[config.mk]
export PLATFORM = sky130hd
export DESIGN_NAME = lcd_bus_if
export DESIGN_NICKNAME = d
export VERILOG_FILES = /design/src/rtl/lcdb_pkg.sv /design/src/rtl/lcdb_timer.sv /design/src/rtl/lcdb_seq.sv /design/src/rtl/lcdb_pins.sv /design/src/rtl/lcd_bus_if.sv
export SDC_FILE = /design/constraint.sdc
export NUM_CORES = 1
export LEC_CHECK = 0
export BUFFER_PORTS_ARGS = -buffer_cell sky130_fd_sc_hd__buf_4
export CORE_ASPECT_RATIO = 0.9
export CORE_UTILIZATION = 54
export CTS_CLUSTER_DIAMETER = 200
export DETAILED_ROUTE_END_ITERATION = 6
export PLACE_DENSITY = 0.84
export SKIP_CTS_REPAIR_TIMING = 1
export SLEW_MARGIN = 0
export SYNTH_ARGS = -nofsm -noshare
export SYNTH_HDL_FRONTEND = slang
export SYNTH_SLANG_ARGS = --single-unit
[constraint.sdc]
create_clock -name clk -period 2.67 [get_ports clk]
set_clock_uncertainty 0.15 [all_clocks]
set_input_delay 0 -clock clk [delete_from_list [all_inputs] [get_ports clk]]
set_output_delay 0 -clock clk [all_outputs]
set_load 0.005 [all_outputs]
[src/rtl/lcdb_pkg.sv]
`timescale 1ns/1ps
package lcdb_pkg;
  parameter int DW  = 8;   // bus data width
  parameter int SHW = 2;   // setup/hold field width
  parameter int ACW = 4;   // strobe field width
  parameter int WSW = 2;   // wait field width

  localparam int ACT_MAX = 1 << ACW;
  localparam int GAP_MAX = (1 << SHW) + (1 << WSW);
  localparam int MAXLEN  = (ACT_MAX > GAP_MAX) ? ACT_MAX : GAP_MAX;
  localparam int CNTW    = $clog2(MAXLEN);

  typedef enum logic [2:0] {
    PH_IDLE, PH_SETUP, PH_ACTIVE, PH_HOLD, PH_WAIT, PH_GAP, PH_RECOVER
  } phase_e;

  typedef struct packed {
    logic           mode_6800;
    logic [SHW-1:0] setup_hold;
    logic [ACW-1:0] act_w;
    logic [WSW-1:0] wait_w;
    logic           deassert_sel;
    logic           busy_en;
    logic           busy_rs;
    logic           busy_inv;
    logic [DW-1:0]  mask;
  } cfg_t;

  function automatic int unsigned setup_len(cfg_t c);
    return 32'(c.setup_hold) + 32'd1;
  endfunction

  function automatic int unsigned active_len(cfg_t c);
    return 32'(c.act_w) + 32'd1;
  endfunction

  function automatic int unsigned wait_len(cfg_t c);
    return 32'(c.wait_w) + 32'd1;
  endfunction

  // idle time between two status reads
  function automatic int unsigned gap_len(cfg_t c);
    return c.deassert_sel ? active_len(c) : setup_len(c) + wait_len(c);
  endfunction

  function automatic logic busy_hit(logic [DW-1:0] status, logic [DW-1:0] mask, logic inv);
    return |((status ^ {DW{inv}}) & mask);
  endfunction
endpackage

[src/rtl/lcdb_timer.sv]
`timescale 1ns/1ps
module lcdb_timer #(
  parameter int CW = 4
) (
  input  logic          clk,
  input  logic          rst_n,
  input  logic          load,
  input  logic [CW-1:0] load_val,
  output logic          last
);
  logic [CW-1:0] cnt_q;

  always_ff @(posedge clk or negedge rst_n) begin
    if (!rst_n)             cnt_q <= '0;
    else if (load)          cnt_q <= load_val;
    else if (cnt_q != '0)   cnt_q <= cnt_q - 1'b1;
  end

  assign last = (cnt_q == '0);
endmodule

[src/rtl/lcdb_seq.sv]
`timescale 1ns/1ps
module lcdb_seq
  import lcdb_pkg::*;
(
  input  logic          clk,
  input  logic          rst_n,
  input  logic          req,
  input  logic          req_read,
  input  logic          req_rs,
  input  logic [DW-1:0] req_wdata,
  input  cfg_t          cfg_in,
  input  logic [DW-1:0] d_in,
  output phase_e        phase,
  output logic          rd_flag,
  output logic          mode_q,
  output logic          rs,
  output logic [DW-1:0] wdata,
  output logic [DW-1:0] rdata,
  output logic          done
);
  phase_e        ph_q, ph_d;
  cfg_t          cfg_q;
  logic          is_read_q, poll_q, rs_q, done_q;
  logic [DW-1:0] wdata_q, rdata_q, status_q;
  logic          last, load;
  logic [CNTW-1:0] load_val;
  int unsigned   len;

  // named events for checks and readability
  wire accept_ev   = (ph_q == PH_IDLE) && req;
  wire cap_ev      = (ph_q == PH_ACTIVE) && last;
  wire cap_main_ev = cap_ev && !poll_q && is_read_q;
  wire cap_poll_ev = cap_ev && poll_q;
  wire hold_end_ev = (ph_q == PH_HOLD) && last;
  wire poll_go_ev  = (ph_q == PH_WAIT) && last;
  wire still_busy  = busy_hit(status_q, cfg_q.mask, cfg_q.busy_inv);
  wire finish_ev   = hold_end_ev && (poll_q ? !still_busy : !cfg_q.busy_en);

  lcdb_timer #(.CW(CNTW)) u_tmr (
    .clk(clk), .rst_n(rst_n), .load(load), .load_val(load_val), .last(last)
  );

  always_comb begin
    ph_d = ph_q;
    len  = 32'd1;
    unique case (ph_q)
      PH_IDLE:    if (req) begin ph_d = PH_SETUP; len = setup_len(cfg_in); end
      PH_SETUP:   if (last) begin ph_d = PH_ACTIVE; len = active_len(cfg_q); end
      PH_ACTIVE:  if (last) begin ph_d = PH_HOLD; len = setup_len(cfg_q); end
      PH_HOLD: begin
        if (last) begin
          if (poll_q) begin
            if (still_busy) begin ph_d = PH_GAP; len = gap_len(cfg_q); end
            else            ph_d = PH_IDLE;
          end else begin
            ph_d = cfg_q.busy_en ? PH_WAIT : PH_RECOVER;
            len  = wait_len(cfg_q);
          end
        end
      end
      PH_WAIT, PH_GAP: if (last) begin ph_d = PH_SETUP; len = setup_len(cfg_q); end
      PH_RECOVER: if (last) ph_d = PH_IDLE;
      default:    ph_d = PH_IDLE;
    endcase
    load     = (ph_d != ph_q);
    load_val = CNTW'(len - 32'd1);
  end

  always_ff @(posedge clk or negedge rst_n) begin
    if (!rst_n) begin
      ph_q      <= PH_IDLE;
      cfg_q     <= '0;
      is_read_q <= 1'b0;
      poll_q    <= 1'b0;
      rs_q      <= 1'b0;
      wdata_q   <= '0;
      rdata_q   <= '0;
      status_q  <= '0;
      done_q    <= 1'b0;
    end else begin
      ph_q   <= ph_d;
      done_q <= finish_ev;
      if (accept_ev) begin
        cfg_q     <= cfg_in;
        is_read_q <= req_read;
        poll_q    <= 1'b0;
        rs_q      <= req_rs;
        wdata_q   <= req_wdata;
      end
      if (poll_go_ev) begin
        poll_q <= 1'b1;
        rs_q   <= cfg_q.busy_rs;
      end
      if (cap_main_ev) rdata_q  <= d_in;
      if (cap_poll_ev) status_q <= d_in;
    end
  end

  assign phase   = ph_q;
  assign rd_flag = is_read_q | poll_q;
  assign mode_q  = cfg_q.mode_6800;
  assign rs      = rs_q;
  assign wdata   = wdata_q;
  assign rdata   = rdata_q;
  assign done    = done_q;

  // completion is a single-cycle pulse
  a_r7_done_one_cycle: assert property (@(posedge clk) disable iff (!rst_n)
    done_q |=> !done_q);
  // a transfer starts only from idle with a request present
  a_r11_accept_only_idle: assert property (@(posedge clk) disable iff (!rst_n)
    (ph_q == PH_SETUP && $past(ph_q) == PH_IDLE) |-> $past(req));
  // read data moves only on the main capture edge
  a_r6_rdata_on_capture: assert property (@(posedge clk) disable iff (!rst_n)
    !$stable(rdata_q) |-> $past(cap_main_ev));
  // a polled transfer finishes only on a clear status
  a_r9_done_when_clear: assert property (@(posedge clk) disable iff (!rst_n)
    (done_q && poll_q) |-> !busy_hit(status_q, cfg_q.mask, cfg_q.busy_inv));
  // status reads carry the programmed select level
  a_r8_poll_rs_level: assert property (@(posedge clk) disable iff (!rst_n)
    (poll_q && ph_q == PH_SETUP) |-> (rs_q == cfg_q.busy_rs));
endmodule

[src/rtl/lcdb_pins.sv]
`timescale 1ns/1ps
module lcdb_pins
  import lcdb_pkg::*;
(
  input  phase_e        phase,
  input  logic          rd_flag,
  input  logic          mode_6800,
  input  logic [DW-1:0] wdata,
  output logic          p_rd_rw,
  output logic          p_wr_e,
  output logic [DW-1:0] d_out,
  output logic          d_oe
);
  logic in_win, strobe;

  always_comb begin
    in_win = (phase == PH_SETUP) || (phase == PH_ACTIVE) || (phase == PH_HOLD);
    strobe = (phase == PH_ACTIVE);
    if (mode_6800) begin
      p_rd_rw = in_win ? rd_flag : 1'b1;
      p_wr_e  = strobe;
    end else begin
      p_rd_rw = !(strobe && rd_flag);
      p_wr_e  = !(strobe && !rd_flag);
    end
    d_oe  = in_win && !rd_flag;
    d_out = d_oe ? wdata : '0;
  end
endmodule

[src/rtl/lcd_bus_if.sv]
`timescale 1ns/1ps
module lcd_bus_if
  import lcdb_pkg::*;
(
  input  logic                 clk,
  input  logic                 rst_n,
  input  logic                 cfg_mode_6800,
  input  logic [SHW-1:0]       cfg_setup_hold,
  input  logic [ACW-1:0]       cfg_active,
  input  logic [WSW-1:0]       cfg_wait,
  input  logic                 cfg_deassert_sel,
  input  logic                 cfg_busy_en,
  input  logic                 cfg_busy_rs,
  input  logic                 cfg_busy_inv,
  input  logic [DW-1:0]        cfg_busy_mask,
  input  logic                 req,
  input  logic                 req_read,
  input  logic                 req_rs,
  input  logic [DW-1:0]        req_wdata,
  output logic                 done,
  output logic [DW-1:0]        rdata,
  output logic                 lcd_rs,
  output logic                 lcd_rd_rw,
  output logic                 lcd_wr_e,
  output logic [DW-1:0]        lcd_d_out,
  output logic                 lcd_d_oe,
  input  logic [DW-1:0]        lcd_d_in
);
  cfg_t          cfg_in;
  phase_e        phase;
  logic          rd_flag, mode_q;
  logic [DW-1:0] wdata;

  always_comb begin
    cfg_in.mode_6800    = cfg_mode_6800;
    cfg_in.setup_hold   = cfg_setup_hold;
    cfg_in.act_w        = cfg_active;
    cfg_in.wait_w       = cfg_wait;
    cfg_in.deassert_sel = cfg_deassert_sel;
    cfg_in.busy_en      = cfg_busy_en;
    cfg_in.busy_rs      = cfg_busy_rs;
    cfg_in.busy_inv     = cfg_busy_inv;
    cfg_in.mask         = cfg_busy_mask;
  end

  lcdb_seq u_seq (
    .clk(clk), .rst_n(rst_n), .req(req), .req_read(req_read), .req_rs(req_rs),
    .req_wdata(req_wdata), .cfg_in(cfg_in), .d_in(lcd_d_in), .phase(phase),
    .rd_flag(rd_flag), .mode_q(mode_q), .rs(lcd_rs), .wdata(wdata),
    .rdata(rdata), .done(done)
  );

  lcdb_pins u_pins (
    .phase(phase), .rd_flag(rd_flag), .mode_6800(mode_q), .wdata(wdata),
    .p_rd_rw(lcd_rd_rw), .p_wr_e(lcd_wr_e), .d_out(lcd_d_out), .d_oe(lcd_d_oe)
  );

  // split style never asserts both strobes
  a_r3_single_strobe: assert property (@(posedge clk) disable iff (!rst_n)
    !mode_q |-> (lcd_rd_rw || lcd_wr_e));
  // data is driven only for write transfers
  a_r5_oe_write_only: assert property (@(posedge clk) disable iff (!rst_n)
    lcd_d_oe |-> !rd_flag);
  // enable stays low while idle in enable style
  a_r4_enable_idle_low: assert property (@(posedge clk) disable iff (!rst_n)
    (mode_q && phase == PH_IDLE) |-> !lcd_wr_e);
endmodule

* Word level (Yosys, flattened, before mapping) *
Index checks and enable logic that the tools add are counted.

word-level totals
  flip-flop bits (word level) = 56
  bits in latches = 0
  RAM bits = 0
  ROM bits = 0
  word-level logic and storage cells = 91
  memories = 0

cells by class
  add/subtract/negate cells = 7
  $mul = 0
  div/mod/pow operators = 0
  magnitude comparators = 0
  equal/unequal tests = 7
  shift-type cells = 0
  mux-type cells = 29
  bitwise logic cells = 3
  reduce and logical (&&, ||, !) cells = 27

operators with widths
  kind                                               count
  2-to-1 mux 3 bit                                   10
  2-to-1 mux 4 bit                                   7
  case mux 3 bit (6 select lines)                    1
  case mux 4 bit (4 select lines)                    1
  logical AND 1 bit                                  11
  adder 2 x 1 -> 3 bit (second input constant)       3
  == test 3 bit (second input constant)              3
  bitwise AND 8 bit                                  1
  2-to-1 mux 1 bit                                   8
  2-to-1 mux 8 bit                                   1
  OR reduction 8 bit                                 1
  subtractor 4 x 1 -> 4 bit (second input constant)  2
  bitwise XOR 8 bit                                  1
  == test 3 x 2 -> 1 bit (second input constant)     2
  logical NOT 1 bit                                  6
  adder 3 x 3 -> 4 bit                               1
  adder 4 x 1 -> 4 bit (second input constant)       1
  logical NOT 4 bit                                  1
  nonzero test 2 bit                                 2
  nonzero test 4 bit                                 1
  == test 3 x 1 -> 1 bit (second input constant)     1
  logical NOT 3 bit                                  1
  inequality test 3 bit                              1
  OR reduction 3 bit                                 1
  4 further kinds                                    5

* Longest topological paths before layout *
Gate-level depths: netlist of the first run.

  word-level depth = 9
  mapped depth = 12
  gate-level depth less buffers = 12

* Cells and area by module *
Synthesis of the first run repeated with hierarchy kept, for this count alone.

unflattened totals
  cell total of the unflattened synthesis = 274
  area total of the unflattened synthesis = 3,165.5 µm²

modules (own cells, without submodules)
  module      times used  cells an instance  area each (µm²)
  lcdb_seq    1           234                2,800.2
  lcdb_timer  1           22                 234.0
  lcdb_pins   1           18                 131.4

* Worst setup path before layout of the first run *
No wires, ideal clock.

  kind = register to register
  from = register u_seq.u_tmr.cnt_q[1]
  to = register u_seq.u_tmr.cnt_q[2]
  setup time = 0.120 ns
  arrival = 2.154 ns
  data required time = 2.400 ns
  path slack = 0.247 ns
  cell stages (with the launch flop) = 10
  path buffers = 1
  cell sequence = dfrtp_1 or4_4 buf_6 or3_4 clkinv_2 a21oi_2 o2bb2ai_1 ha_1 xor2_1 nor2_1

between the ends
  cells in the longest elaborated chain, start to end = 5
  elaborated cells between the ends (all ways) = 18

ends and longest elaborated chain
  what                                                                                       line                            text
  from (decl)                                                                                lcdb_timer.sv:11                logic [CW-1:0] cnt_q;
  from (signal assigned)                                                                     lcdb_timer.sv:15                else if (load) cnt_q <= load_val;
  from (signal assigned)                                                                     lcdb_timer.sv:16                else if (cnt_q != '0) cnt_q <= cnt_q - 1'b1;
  logical NOT 4 bit                                                                          lcdb_timer.sv:19                assign last = (cnt_q == '0);
  2-to-1 mux 3 bit (tied with other cells)                                                   lcdb_seq.sv:49, lcdb_seq.sv:61
  case mux 4 bit (4 select lines) / case mux 3 bit (6 select lines) (equally long branches)  lcdb_seq.sv:46                  unique case (ph_q)
  subtractor 4 x 1 -> 4 bit / inequality test 3 bit (equally long branches)                  lcdb_seq.sv:66, lcdb_seq.sv:65
  2-to-1 mux 4 bit / nonzero test 2 bit (equally long branches)                              n/a

Parallel ways exist; a longest one is shown, timed or not. The select of a mux whose other input is x is not followed.
A chain may end at the register's enable or synchronous reset.

* Worst setup path after layout of the first run *
Ends and elaborated chain as after synthesis.

==> flow_summary.json, run 1 <==
{
  "drc": 0,
  "worst_pin_slew_ns": 0.704,
  "endpoint_kind": "flip-flop",
  "track_usage": 0.252,
  "die_x_um": 79.4,
  "worst_ep_required_time_ns": 2.74,
  "antenna_found_initial": 0,
  "rsz0062_at_grt": "true",
  "use_met3": 0.0650,
  "synth_area_um2": 2910,
  "fmax_mhz": 386,
  "min_period_over_period": 0.971,
  "fp.coreArea_um2": 5010,
  "power.density_nw_per_um2": 1140,
  "critical_path_class": "reg2reg",
  "critPathArrivalTime_ns": 2.66,
  "clkSinkCount": 56,
  "synthTopCellsByCount": "56 x dfrtp_1, 38 x mux2_2, 21 x nand2_1, 17 x nor2_1",
  "grt_pass1_vias": 2327,
  "clk_latency_ns": 0.34,
  "first_pass_iters": 4,
  "nets": 430,
  "via_count": 2556,
  "synth_cell_types": 52,
  "relSlewSlack": 0.530,
  "cts_buffers": 5,
  "globalRouteMet2Util": 0.397,
  "grt_busiest_layer": "met2",
  "grt_overflow": 0,
  "fp-row-count": 24,
  "antenna_cells": 0,
  "synth_edf_count": 0,
  "setup_violations": 0,
  "die_height_um": 71.6,
  "wirelength_um": 7870,
  "cts-root-buf": "clkbuf_8",
  "final_layout_size_suffix_gt1_frac": 0.374,
  "cp_max_fo": 9,
  "syn_inst": 271,
  "p_leak_nw": 1.82,
  "wl_per_cell_um": 17.7,
  "place_inst": 393,
  "areaGrowthSynthToFinish_pct": 39.1,
  "yosysMostFrequentCell": "dfrtp_1",
  "post-dp-hpwl_um": 4710,
  "synth_ff_type": "dfrtp_1",
  "hold_viol": 0,
  "clockBufferDepth": 2,
  "ir_worst_vdd_v": 0.000672,
  "fin_cells": 445,
  "place.gp.congestion": 0.863,
  "utilization": 0.807,
  "num_io_pins": 63,
  "min-delay-path-class": "in2async",
  "start_kind": "flip-flop",
  "synth_fp_nets": 322,
  "via_per_inst": 5.74,
  "start_util": 0.580,
  "port_buffers": 62,
  "ys_warn_count": 0,
  "yosys-top-cells-area": "dfrtp_1 48%, mux2_2 15%, ha_1 3.4%",
  "cap_violations": 0,
  "h-tree-depth": 2,
  "cp-startpoint": "u_seq.u_tmr.cnt_q[1]$_DFFE_PN0P_",
  "timing.rr.start": "u_seq.u_tmr.cnt_q[1]$_DFFE_PN0P_",
  "grt_max_degree": 57,
  "report.power.total_w": 0.00461,
  "slowest_stage": "or4_4",
  "met1_usage": 0.344,
  "min_period_ns": 2.59,
  "path_clk_slew_ns": 0.11,
  "synth_area_per_cell_um2": 10.7,
  "slowest_delay_ns": 0.61,
  "finalMaxSlewViolations": 0,
  "tns_ns": 0,
  "cts_tree": "built",
  "status": "finished, final reports clean",
  "synth.largest_area_cell": "dfrtp_1",
  "drtIter0Drc": 175,
  "die-area_um2": 5680,
  "yosys.area.top_type_share": 0.482,
  "critPathTopFamily": "simple AND/OR/NAND/NOR gates",
  "ys_seq_area_frac": 0.482,
  "detail-route-antenna-nets": 0,
  "whs_ns": 0.106,
  "grt_pass1_wl_um": 10800,
  "synth.ff_latch_count": 56,
  "path_cells": "or4_4 > or3_4 > clkinv_2 > a21oi_2 > o2bb2ai_1 > ha_2 > xor2_1 > nor2_1",
  "path_buf_inv": 1,
  "async_flop_share": 1.00
}
worst register-to-register path, stage by stage, from the launching register on:
cell and delay, ns:
dfrtp_1 0.44, or4_4 0.61, or3_4 0.43, clkinv_2 0.10, a21oi_2 0.09, o2bb2ai_1 0.22, ha_2 0.23, xor2_1 0.16
nor2_1 0.05
layer usage:
metal | vias to the layer above | wire (µm)
met1 | 1263 | 3240
met4 | 0 | 188
met3 | 20 | 449
met2 | 95 | 4000
li1 | 1178 | -
met5 | - | 0
registers in the layout (all words and copies together), names as in the netlist:
register / count
u_seq.status_q: 8
u_seq.poll_q: 1
u_seq.rs: 1
u_seq.u_tmr.cnt_q: 4
u_seq.rdata: 8
u_seq.is_read_q: 1
u_seq.phase: 3
u_seq.cfg_q: 20
u_seq.wdata: 8
u_seq.mode_q: 1
u_seq.done: 1
area by class of cell:
cell class,instances,area [µm²]
inverters,15,57.6
flip-flops and latches,56,1400
clock buffers,5,68.8
fillers,260,970
multi-input cells,187,1450
well taps,65,81.3
repair buffers,114,956
clock inverters,3,25.0
worst paths after layout:
kind                                                     to  slack (ns)  cells past startpoint
setup / recovery           u_seq.u_tmr.cnt_q[2]$_DFFE_PN0P_        0.08                      8
hold / removal                u_seq.status_q[6]$_DFFE_PN0P_        0.11                      2
setup reg to reg           u_seq.u_tmr.cnt_q[2]$_DFFE_PN0P_        0.08                      8
hold reg to reg                  u_seq.wdata[5]$_DFFE_PN0P_        0.37                      1
max in group asynchronous       u_seq.cfg_q[18]$_DFFE_PN0P_        1.77                      2
min in group clk                u_seq.cfg_q[19]$_DFFE_PN0P_        0.16                      4
power breakdown:
group | total [W] | internal [W] | switching (W) | leakage [nW]
Combinational | 0.00244 | 0.00132 | 0.00112 | 1.11
Clock | 0.000517 | 0.000192 | 0.000325 | 0.0452
Sequential | 0.00166 | 0.00125 | 0.000412 | 0.667
cells by family after synthesis:
family | share of synthesized area
AND/OR/NAND/NOR | 0.148
buffers and inverters | 0.0404
multiplexers | 0.151
AO/OA/AOI/OAI | 0.126
XOR/XNOR | 0.0121
flip-flops | 0.482
adder cells (fa/ha/maj) | 0.0413
layout by cell type (no fill, tap or decap), types with 4 or more instances in the layout:
cell and instances:
and2_1 10, mux2_2 38, inv_1 11, nand2_1 21
dlygate4sd3_1 40, a22oi_1 4, nand3_1 7, nor2_1 17
a21oi_1 12, ha_1 4, buf_4 74, o21ai_0 14
nand2b_1 4, clkbuf_8 5, dfrtp_1 55
stage by stage:
step	instance area, µm²	worst slack (ns)
2_1_floorplan	2910	0.247
3_3_place_gp	3460	0.150
3_5_place_dp	3460	0.0505
4_1_cts	3560	0.0192
5_1_grt	4050	-0.0352
6_report	4050	0.0774
No activity file was read; power rests on OpenSTA's default activity.
==> run 2: changes to the inputs <==
CORE_UTILIZATION = 55   (was 54)
CTS_CLUSTER_DIAMETER = unset   (was 200)
PLACE_DENSITY = 0.85   (was 0.84)
SYNTH_HIERARCHICAL = 1   (was unset)
==> run 2 against run 1 <==
  * Setup slack lost 0.064 ns
  * Clock-buffer cell count is the same
  * First-iteration DRC count grew 26%
  * Largest power group unchanged
==> flow_summary.json, run 2 <==
{
  "grt_max_degree": 57,
  "clock_power_share": 0.118,
  "nets": 437,
  "clk_latency_ns": 0.32,
  "path_clk_slew_ns": 0.10,
  "fp.coreArea_um2": 5410,
  "p_switching_w": 0.00196,
  "yosysMostFrequentCell": "dfrtp_1",
  "synth_area_um2": 3170,
  "rsz0062_at_grt": "true",
  "pre_cts_ws_ns": -0.00800,
  "num_io_pins": 63,
  "start_kind": "flip-flop",
  "critPathArrivalTime_ns": 2.72,
  "report.power.total_w": 0.00493,
  "place.gp.congestion": 0.895,
  "yosys-top-cells-area": "dfrtp_1 44%, mux2_2 11%, mux2_1 5.7%",
  "worst_ep_required_time_ns": 2.73,
  "finalMaxSlewViolations": 0,
  "fmax_mhz": 376,
  "synth_area_per_cell_um2": 11.6,
  "min-delay-path-class": "in2reg",
  "wirelength_um": 8020,
  "ys_seq_area_frac": 0.443,
  "async_flop_share": 1.00,
  "clkSinkCount": 56,
  "cts_buffers": 5,
  "layout_commonest_cell": "buf_4",
  "cap_violations": 0,
  "swShare": 0.398,
  "cp_max_fo": 4,
  "synth_ff_type": "dfrtp_1",
  "h-tree-depth": 2,
  "fillers": 331,
  "relSlewSlack": 0.523,
  "cts-root-buf": "clkbuf_8",
  "setup_violations": 0,
  "worst_pin_slew_ns": 0.716,
  "final_layout_size_suffix_gt1_frac": 0.363,
  "drc": 0,
  "status": "finished, final reports clean",
  "via_per_inst": 5.93,
  "synth_cell_types": 58,
  "endpoint_kind": "flip-flop",
  "timing.final.ws_setup_ns": 0.0133,
  "critical_path_class": "reg2reg",
  "min_period_ns": 2.66,
  "grt_pass1_vias": 2418,
  "drtIter0Drc": 220,
  "fp-row-count": 25,
  "die-area_um2": 6060,
  "ys_warn_count": 6,
  "start_util": 0.585,
  "min_period_over_period": 0.995,
  "regMostFlops": "u_seq/cfg_q",
  "p_int_w": 0.00297,
  "mostFrequentLayoutCells": "76 x buf_4, 56 x dfrtp_1, 40 x dlygate4sd3_1",
  "synth_fp_nets": 326,
  "pwr-share-seq": 0.318,
  "first_pass_iters": 5,
  "track_usage": 0.248,
  "combPwrFrac": 0.564,
  "synth.largest_area_cell": "dfrtp_1",
  "grt_overflow": 0,
  "die_x_um": 82.0,
  "areaGrowthSynthToFinish_pct": 35.8,
  "wl_per_cell_um": 17.7,
  "synth.ff_latch_count": 56,
  "hold_viol": 0,
  "cts_tree": "built",
  "grt_pass1_wl_um": 11200,
  "port_buffers": 62,
  "post-dp-hpwl_um": 4940,
  "ir_worst_vdd_v": 0.000776,
  "die_height_um": 74.0,
  "clockBufferDepth": 2,
  "via_count": 2687,
  "antenna_cells": 0,
  "syn_inst": 274,
  "synth_edf_count": 0,
  "synthTopCellsByCount": "56 x dfrtp_1, 30 x mux2_2, 18 x nand2_1, 16 x mux2_1, 11 x inv_1",
  "p_leak_nw": 1.92,
  "antenna_found_initial": 0,
  "yosys.area.top_type_share": 0.443,
  "power.density_nw_per_um2": 1150,
  "largest_reg_flops": 20,
  "detail-route-antenna-nets": 0
}
[run 2: cell families after synthesis]
family,Yosys count,share of synthesized area
compound gates,48,0.114
fa+ha+maj,11,0.0451
simple gates,76,0.158
buf+inv,25,0.0403
mux,53,0.186
flops,56,0.443
xor+xnor,5,0.0138
[run 2: area by class of cell]
cell class / count / area [µm²] / share of cell area
multi-input cells: 193 / 1670 / 0.389
clock inverters: 3 / 46.3 / 0.0108
clock buffers: 5 / 68.8 / 0.0160
well taps: 67 / 83.8 / 0.0195
flip-flops and latches: 56 / 1400 / 0.326
repair buffers: 117 / 982 / 0.228
inverters: 12 / 45.0 / 0.0105
[run 2: critical path, cell delays in order, from the launching register on]
cell,delay (ns)
dfrtp_1,0.45
ha_2,0.35
fa_1,0.44
xor2_1,0.20
mux2i_1,0.14
o211ai_1,0.11
o21ai_0,0.11
a22oi_1,0.19
mux2i_1,0.10
a221o_1,0.31
[run 2: final timing paths]
check,start,endpoint,slack [ns],depth (start not counted)
max,u_seq/cfg_q[18]$_DFFE_PN0P_,u_seq/u_tmr/cnt_q[3]$_DFFE_PN0P_,0.01,9
min,req,u_seq/poll_q$_DFFE_PN0P_,0.03,4
max reg2reg,u_seq/cfg_q[18]$_DFFE_PN0P_,u_seq/u_tmr/cnt_q[3]$_DFFE_PN0P_,0.01,9
min reg2reg,u_seq/rdata[7]$_DFFE_PN0P_,u_seq/rdata[7]$_DFFE_PN0P_,0.35,1
max in group asynchronous,rst_n,u_seq/phase[0]$_DFF_PN0_,1.77,2
min in group asynchronous,rst_n,u_seq/cfg_q[7]$_DFFE_PN0P_,0.14,2
[run 2: metal layers]
metal	GRT usage	share of wire	up-vias
li1	-	-	1220
met1	0.338	0.42	1329
met4	0.0916	0.016	0
met2	0.396	0.50	123
met5	0	0	-
met3	0.0466	0.060	15
[run 2: power by group through the flow]
stage                     Clock, W  Combinational [W]  Sequential [W]
after floorplan                  0            0.00181         0.00146
after global placement           0            0.00242         0.00153
after detailed placement         0            0.00252         0.00155
after CTS                 0.000584            0.00254         0.00154
after global routing      0.000615            0.00301         0.00161
final                     0.000579            0.00278         0.00157
[run 2: per-stage QoR]
step	area [µm²]	util	cells	hold slack (ns)	TNS [ns]
after floorplan	3170	-	274	-0.446	0
after global placement	3720	0.688	402	-0.0575	0
after detailed placement	3720	0.688	402	-0.0554	-0.00800
after CTS	3840	0.709	410	-0.401	-0.0519
after global routing	4300	0.794	453	0.0424	-0.162
final	4300	0.794	453	0.0261	0
